## src/rtl/vbyte_funnel_pkg.sv

```systemverilog
package vbyte_funnel_pkg;
    localparam int LANES  = 16;
    localparam int LANE_W = 8;
    localparam int VEC_W  = LANES * LANE_W;
    localparam int AMT_W  = $clog2(LANE_W);

    typedef enum logic {
        DIR_LEFT  = 1'b0,
        DIR_RIGHT = 1'b1
    } shdir_e;

    typedef logic [LANE_W-1:0] lane_t;
    typedef logic [VEC_W-1:0]  vec_t;

    typedef struct packed {
        shdir_e dir;
        vec_t   data;
        vec_t   ctrl;
    } req_t;

    // Lane index 0 sits in the most significant byte of the bus.
    function automatic lane_t get_lane(vec_t v, int idx);
        return v[VEC_W-1-idx*LANE_W -: LANE_W];
    endfunction
endpackage

```

## src/rtl/vbyte_nbr.sv

```systemverilog
module vbyte_nbr
    import vbyte_funnel_pkg::*;
(
    input  shdir_e dir,
    input  vec_t   data,
    output vec_t   nbr
);
    // For each lane, the byte that feeds its vacated bits: the following
    // lane when shifting left, the preceding lane when shifting right.
    always_comb begin
        if (dir == DIR_LEFT)
            nbr = {data[VEC_W-LANE_W-1:0], {LANE_W{1'b0}}};
        else
            nbr = {{LANE_W{1'b0}}, data[VEC_W-1:LANE_W]};
    end
endmodule

```

## src/rtl/vbyte_lane.sv

```systemverilog
module vbyte_lane
    import vbyte_funnel_pkg::*;
(
    input  shdir_e dir,
    input  lane_t  own,
    input  lane_t  nbr,
    input  lane_t  ctrl,
    output lane_t  res
);
    logic [AMT_W-1:0]    amt;
    logic [2*LANE_W-1:0] pair;
    logic [2*LANE_W-1:0] moved;

    assign amt = AMT_W'(ctrl);

    always_comb begin
        if (dir == DIR_LEFT) begin
            pair  = {own, nbr};
            moved = pair << amt;
            res   = moved[2*LANE_W-1:LANE_W];
        end else begin
            pair  = {nbr, own};
            moved = pair >> amt;
            res   = moved[LANE_W-1:0];
        end
    end

    // zero amount passes the lane through
    always_comb begin
        if (amt == '0)
            a_r5_zero_amount_identity: assert (res == own);
    end
endmodule

```

## src/rtl/vbyte_funnel.sv

```systemverilog
module vbyte_funnel
    import vbyte_funnel_pkg::*;
(
    input  logic         clk,
    input  logic         rst,
    input  logic         in_valid,
    input  logic         mode_right,
    input  logic [127:0] data_in,
    input  logic [127:0] ctrl_in,
    output logic         out_valid,
    output logic [127:0] result
);
    req_t req;
    vec_t nbr_vec;
    vec_t comb_res;
    vec_t res_q;
    logic vld_q;

    assign req.dir  = shdir_e'(mode_right);
    assign req.data = data_in;
    assign req.ctrl = ctrl_in;

    vbyte_nbr u_nbr (
        .dir  (req.dir),
        .data (req.data),
        .nbr  (nbr_vec)
    );

    for (genvar g = 0; g < LANES; g++) begin : g_lane
        vbyte_lane u_lane (
            .dir  (req.dir),
            .own  (get_lane(req.data, g)),
            .nbr  (get_lane(nbr_vec, g)),
            .ctrl (get_lane(req.ctrl, g)),
            .res  (comb_res[VEC_W-1-g*LANE_W -: LANE_W])
        );
    end

    always_ff @(posedge clk) begin
        if (rst) begin
            vld_q <= 1'b0;
            res_q <= '0;
        end else begin
            vld_q <= in_valid;
            if (in_valid)
                res_q <= comb_res;
        end
    end

    assign out_valid = vld_q;
    assign result    = res_q;

    // a strobe yields a valid result on the next cycle
    a_r8_valid_follows: assert property (@(posedge clk) disable iff (rst)
        in_valid |=> out_valid);
    // no strobe, no valid
    a_r8_idle_drops: assert property (@(posedge clk) disable iff (rst)
        !in_valid |=> !out_valid);
    // result held while idle
    a_r9_hold_idle: assert property (@(posedge clk) disable iff (rst)
        !in_valid |=> $stable(result));
    // last lane low bits vacated in left mode
    a_r6_left_tail_zero: assert property (@(posedge clk) disable iff (rst)
        (in_valid && !mode_right && ctrl_in[2:0] == 3'd7) |=> (result[6:0] == 7'd0));
    // first lane high bits vacated in right mode
    a_r6_right_head_zero: assert property (@(posedge clk) disable iff (rst)
        (in_valid && mode_right && ctrl_in[122:120] == 3'd7) |=> (result[127:121] == 7'd0));
endmodule

```

## config.mk

```make
export PLATFORM = sky130hd
export DESIGN_NAME = vbyte_funnel
export DESIGN_NICKNAME = d
export VERILOG_FILES = /design/src/rtl/vbyte_funnel_pkg.sv /design/src/rtl/vbyte_nbr.sv /design/src/rtl/vbyte_lane.sv /design/src/rtl/vbyte_funnel.sv
export SDC_FILE = /design/constraint.sdc
export NUM_CORES = 1
export LEC_CHECK = 0
export ABC_CLOCK_PERIOD_IN_PS = 6350
export BUFFER_PORTS_ARGS = -buffer_cell sky130_fd_sc_hd__buf_2
export CAP_MARGIN = 15
export CELL_PAD_IN_SITES_DETAIL_PLACEMENT = 1
export CELL_PAD_IN_SITES_GLOBAL_PLACEMENT = 2
export CORE_MARGIN = 2
export CORE_UTILIZATION = 37
export CTS_CLUSTER_SIZE = 20
export DETAILED_ROUTE_END_ITERATION = 10
export GPL_TIMING_DRIVEN = 0
export PLACE_DENSITY = 0.82
export SLEW_MARGIN = 5
export SYNTH_ARGS = -nofsm -noshare
export SYNTH_HDL_FRONTEND = slang
export SYNTH_SLANG_ARGS = --single-unit
export TNS_END_PERCENT = 1
```

## constraint.sdc

```tcl
create_clock -name clk -period 6.35 [get_ports clk]
set_input_delay 1.27 -clock clk [delete_from_list [all_inputs] [get_ports clk]]
set_output_delay 1.27 -clock clk [all_outputs]
set_load 0.005 [all_outputs]
```

# After elaboration in Yosys (flattened, before gate mapping)
# Cells that the tools add are included.
# totals
elab_cells	51
regBits	129
input_bits	260
out_inout_bits	129
# op_classes
shift	32
n_mux	17
# op_table
operator	count
16-bit by 3-bit left shift with 16-bit output	16
16-bit by 3-bit right shift with 8-bit output	16
128-bit two-way mux	1
8-bit two-way mux	16

# Logic depth before layout (Yosys ltp)
# logic_depth
word_depth	3
depth_mapped	10
ltp_nobuf	6

# Hierarchy
# From an unflattened synthesis, not the netlist that was laid out.
# hier_totals
hier_cells	1959
area_unflattened_um2	17860.9
# modules_own_cells
mod	cells_each	area_each_um2	seq_area_each_um2	n_inst
vbyte_lane (g_lane[10].u_lane ...)	88	718.2	0.0	15
vbyte_funnel	415	4667.0	2582.5	1
vbyte_nbr	142	1508.9	0.0	1
vbyte_lane (g_lane[0].u_lane)	82	912.1	0.0	1

# Worst setup path after synthesis
# Ideal clock, no wire load.
# synth_path
path_kind	input-to-reg
start	input port ctrl_in[56]
end	register res_q[62] (netlist: result[62])
path_slack_ns	3.371
setup_ns	0.126
t_arrival_ns	2.852
path_buffers	2
path_stages	6
path_cell_list	buf_2 -> buf_2 -> mux2_2 -> mux4_2 -> a22oi_1 -> o21ai_1
# synth_via
elab_chain_cells	2
# synth_lines
element	line	text
start: declaration	vbyte_funnel.sv:9	input logic [127:0] ctrl_in,
16-bit by 3-bit left shift with 16-bit output or 16-bit by 3-bit right shift with 8-bit output (tied branches)	vbyte_lane.sv:19, vbyte_lane.sv:23	
8-bit two-way mux (*)	vbyte_lane.sv:17	if (dir == DIR_LEFT) begin
end signal: assignment	vbyte_funnel.sv:46	res_q <= comb_res;
end: declaration	vbyte_funnel.sv:16	vec_t res_q;
# Mark *: on every way between the ends. The rest lies on a longest branch, timed or not.
# A chain may end at the register's enable or synchronous reset.

==> flow_summary.yaml <==
yosys:
  seq_area_frac_synth_pct: 13.0
  synth_common_cells: "mux4_2, nor2_1, clkbuf_1"
  ys_seq_elements: 129
  synth_cell_type_count: 73
  yosysTopAreaCell: "mux4_2"
  ys_async_sr_fraction_pct: 0
  synthTopCellsByArea: "mux4_2, dfxtp_1, mux2i_1, mux2_2, nor2_1"
  synth_top_area_share_pct: 36.1
  syn-instance-count: 2034
  synth_edf_count: 0
  ys.warnings.count: 0
  syn_area_um2: 19900
  synth-main-ff-cell: "dfxtp_1"
  synth_nets: 2294
  avgSynthCellArea_um2: 9.79
  synth.most_common_cell: "mux4_2"
power:
  combinationalPowerShare_pct: 46.1
  leakage_nw: 8.92
  p_sw_mw: 1.58
  p_clk_share_pct: 29.2
  p_seq_share_pct: 24.6
  ir_worst_vdd_mv: 0.253
  p_int_mw: 2.28
  sw_frac_of_total_pct: 40.8
  p_per_area_nw_per_um2: 169
finish:
  syn_to_final_growth_pct: 14.8
  stdcell_area_um2: 22900
  layout.nets: 2593
  drive_above_1_share_pct: 37.1
worst_setup_path:
  critPathKind: "input port to flip-flop"
  cp_max_fo: 10
  cp.arrival_ns: 4.81
  crit_required_ns: 6.75
  r2r_slack_ns: 5.27
  start_kind: "input port"
  end_kind: "flip-flop"
drt:
  drc: 0
  viasPerCell: 7.23
  wl_per_cell_um: 37.8
  wirelength_mm: 115
  drtIter0Drc: 2928
  ant_nets: 0
  dr.pass1.iters: 5
  routed-via-count: 22002
cts:
  tritoncts: "yes"
  cts.htree.levels: 4
  post_cts_resized: 0
  clk_pin_slew_ns: 0.06
  numCtsBuffers: 17
  cts_setup_buffers: 0
  cts.path.max_buffers: 2
  cts_sinks: 129
  cts_root_buffer: "clkbuf_16"
  hold_buffers: 0
  clock_latency_ns: 0.50
flow_run:
  maxCapViolations: 0
placement:
  dp_hpwl_mm: 83.1
  gp_congestion: 0.998
  place_area_um2: 22300
  io_buffers: 273
run_status:
  status: "complete, no violations"
timing:
  finalMaxSlewViolations: 0
  tightestPinTransition_ns: 1.33
  rsz0062_at_grt: "no"
  post-route-period-util_pct: 69.6
  clock.fmax_ghz: 0.226
  fin_skew_ns: 0
  fin_crit_ns: 4.42
  max-slew-margin-rel_pct: 11.1
  setup_viol: 0
  finalSetupTns_ns: 0
  hold_violations: 0
worst_hold_path:
  hold_path.class: "flip-flop to flip-flop"
die:
  dieWidth_um: 236
  rows: 85
  die_area_um2: 55700
  ios: 389
  core_um2: 53500
  fp.dieH_um: 236
  start_util_pct: 37.2
grt:
  grt_pass1_vias: 21747
  grt_pass1_wl_mm: 163
  grt_usage_pct: 40.6
  grt-ovfl-total: 0
  antenna_found_initial: 1
  grt_max_degree: 17
final timing paths:
path | from | end | cells past startpoint
setup / recovery | in_valid | result[49] | 9
hold / removal | result[58] | result[58] | 2
setup reg to reg | result[60] | result[60] | 4
hold reg to reg | result[58] | result[58] | 2
worst max-delay path, stage by stage:
cell	delay [ns]
clkbuf_1	0.22
nand2b_1	0.13
clkbuf_1	0.49
buf_8	0.25
clkinv_1	0.52
nand2_1	0.82
buf_2	0.73
o22ai_1	0.17
a21o_1	0.19
cell families after synthesis:
kind of cell,share of synthesized area [%]
AOI/OAI and AO/OA,17.4
buffers and inverters,8.61
DFF,13.0
muxes,51.1
and+or+nand+nor,9.89
cells in the final DEF, fill, tap and decap left out, drive strengths merged, types with 8 or more instances in the layout:
| master | instances |
|---|---|
| a211o | 13 |
| a211oi | 58 |
| a21o | 15 |
| a21oi | 93 |
| a221o | 9 |
| a22oi | 9 |
| a311oi | 16 |
| a31oi | 20 |
| buf | 414 |
| clkbuf | 203 |
| clkinv | 13 |
| dfxtp | 129 |
| inv | 21 |
| mux2 | 98 |
| mux2i | 175 |
| mux4 | 323 |
| nand2 | 147 |
| nand2b | 17 |
| nand3 | 22 |
| nor2 | 183 |
| nor2b | 26 |
| nor3 | 28 |
| o211ai | 56 |
| o21a | 8 |
| o21ai | 112 |
| o21bai | 8 |
| o22ai | 9 |
| o31ai | 12 |
routing by layer:
metal / share of wire, % / global-route usage (%) / vias to the layer above
met2: 42 / 59.6 / 1757
met1: 38 / 51.2 / 11192
met5: 0.010 / 0 / -
met3: 12 / 14.2 / 417
met4: 7.1 / 24.6 / 2
li1: - / - / 8634
stage by stage:
stage | hold slack, ns | worst slack, ns | instances | utilization [%] | total power, mW
2_1_floorplan | 0.435 | 3.37 | 2034 | - | 2.01
3_3_place_gp | 0.426 | 1.10 | 3003 | 41.4 | 2.66
3_5_place_dp | 0.437 | 1.04 | 3009 | 41.6 | 2.68
4_1_cts | 0.447 | 1.54 | 3039 | 42.7 | 3.80
5_1_grt | 0.475 | 2.05 | 3040 | 42.8 | 3.96
6_report | 0.446 | 1.93 | 3042 | 42.8 | 3.86
sequential cells by signal (all words and copies together) (netlist names):
register and count:
result 128, out_valid 1
area by class of cell:
type	count	area, µm²
Tap cell	696	871
Clock inverter	11	164
Fill cell	6176	30600
Clock buffer	19	443
Buffer	318	1610
Antenna cell	2	5.00
Multi-Input combinational cell	1558	15600
Inverter	29	109
Timing Repair Buffer	280	1470
Sequential cell	129	2580
power by group through the flow:
stage	Sequential (mW)	Combinational (mW)	Clock, mW
final	0.951	1.78	1.13
after global routing	0.954	1.85	1.16
after CTS	0.948	1.72	1.13
after detailed placement	0.965	1.71	0
after global placement	0.964	1.69	0
after floorplan	0.942	1.07	0
(Power assumes the default switching activity.)
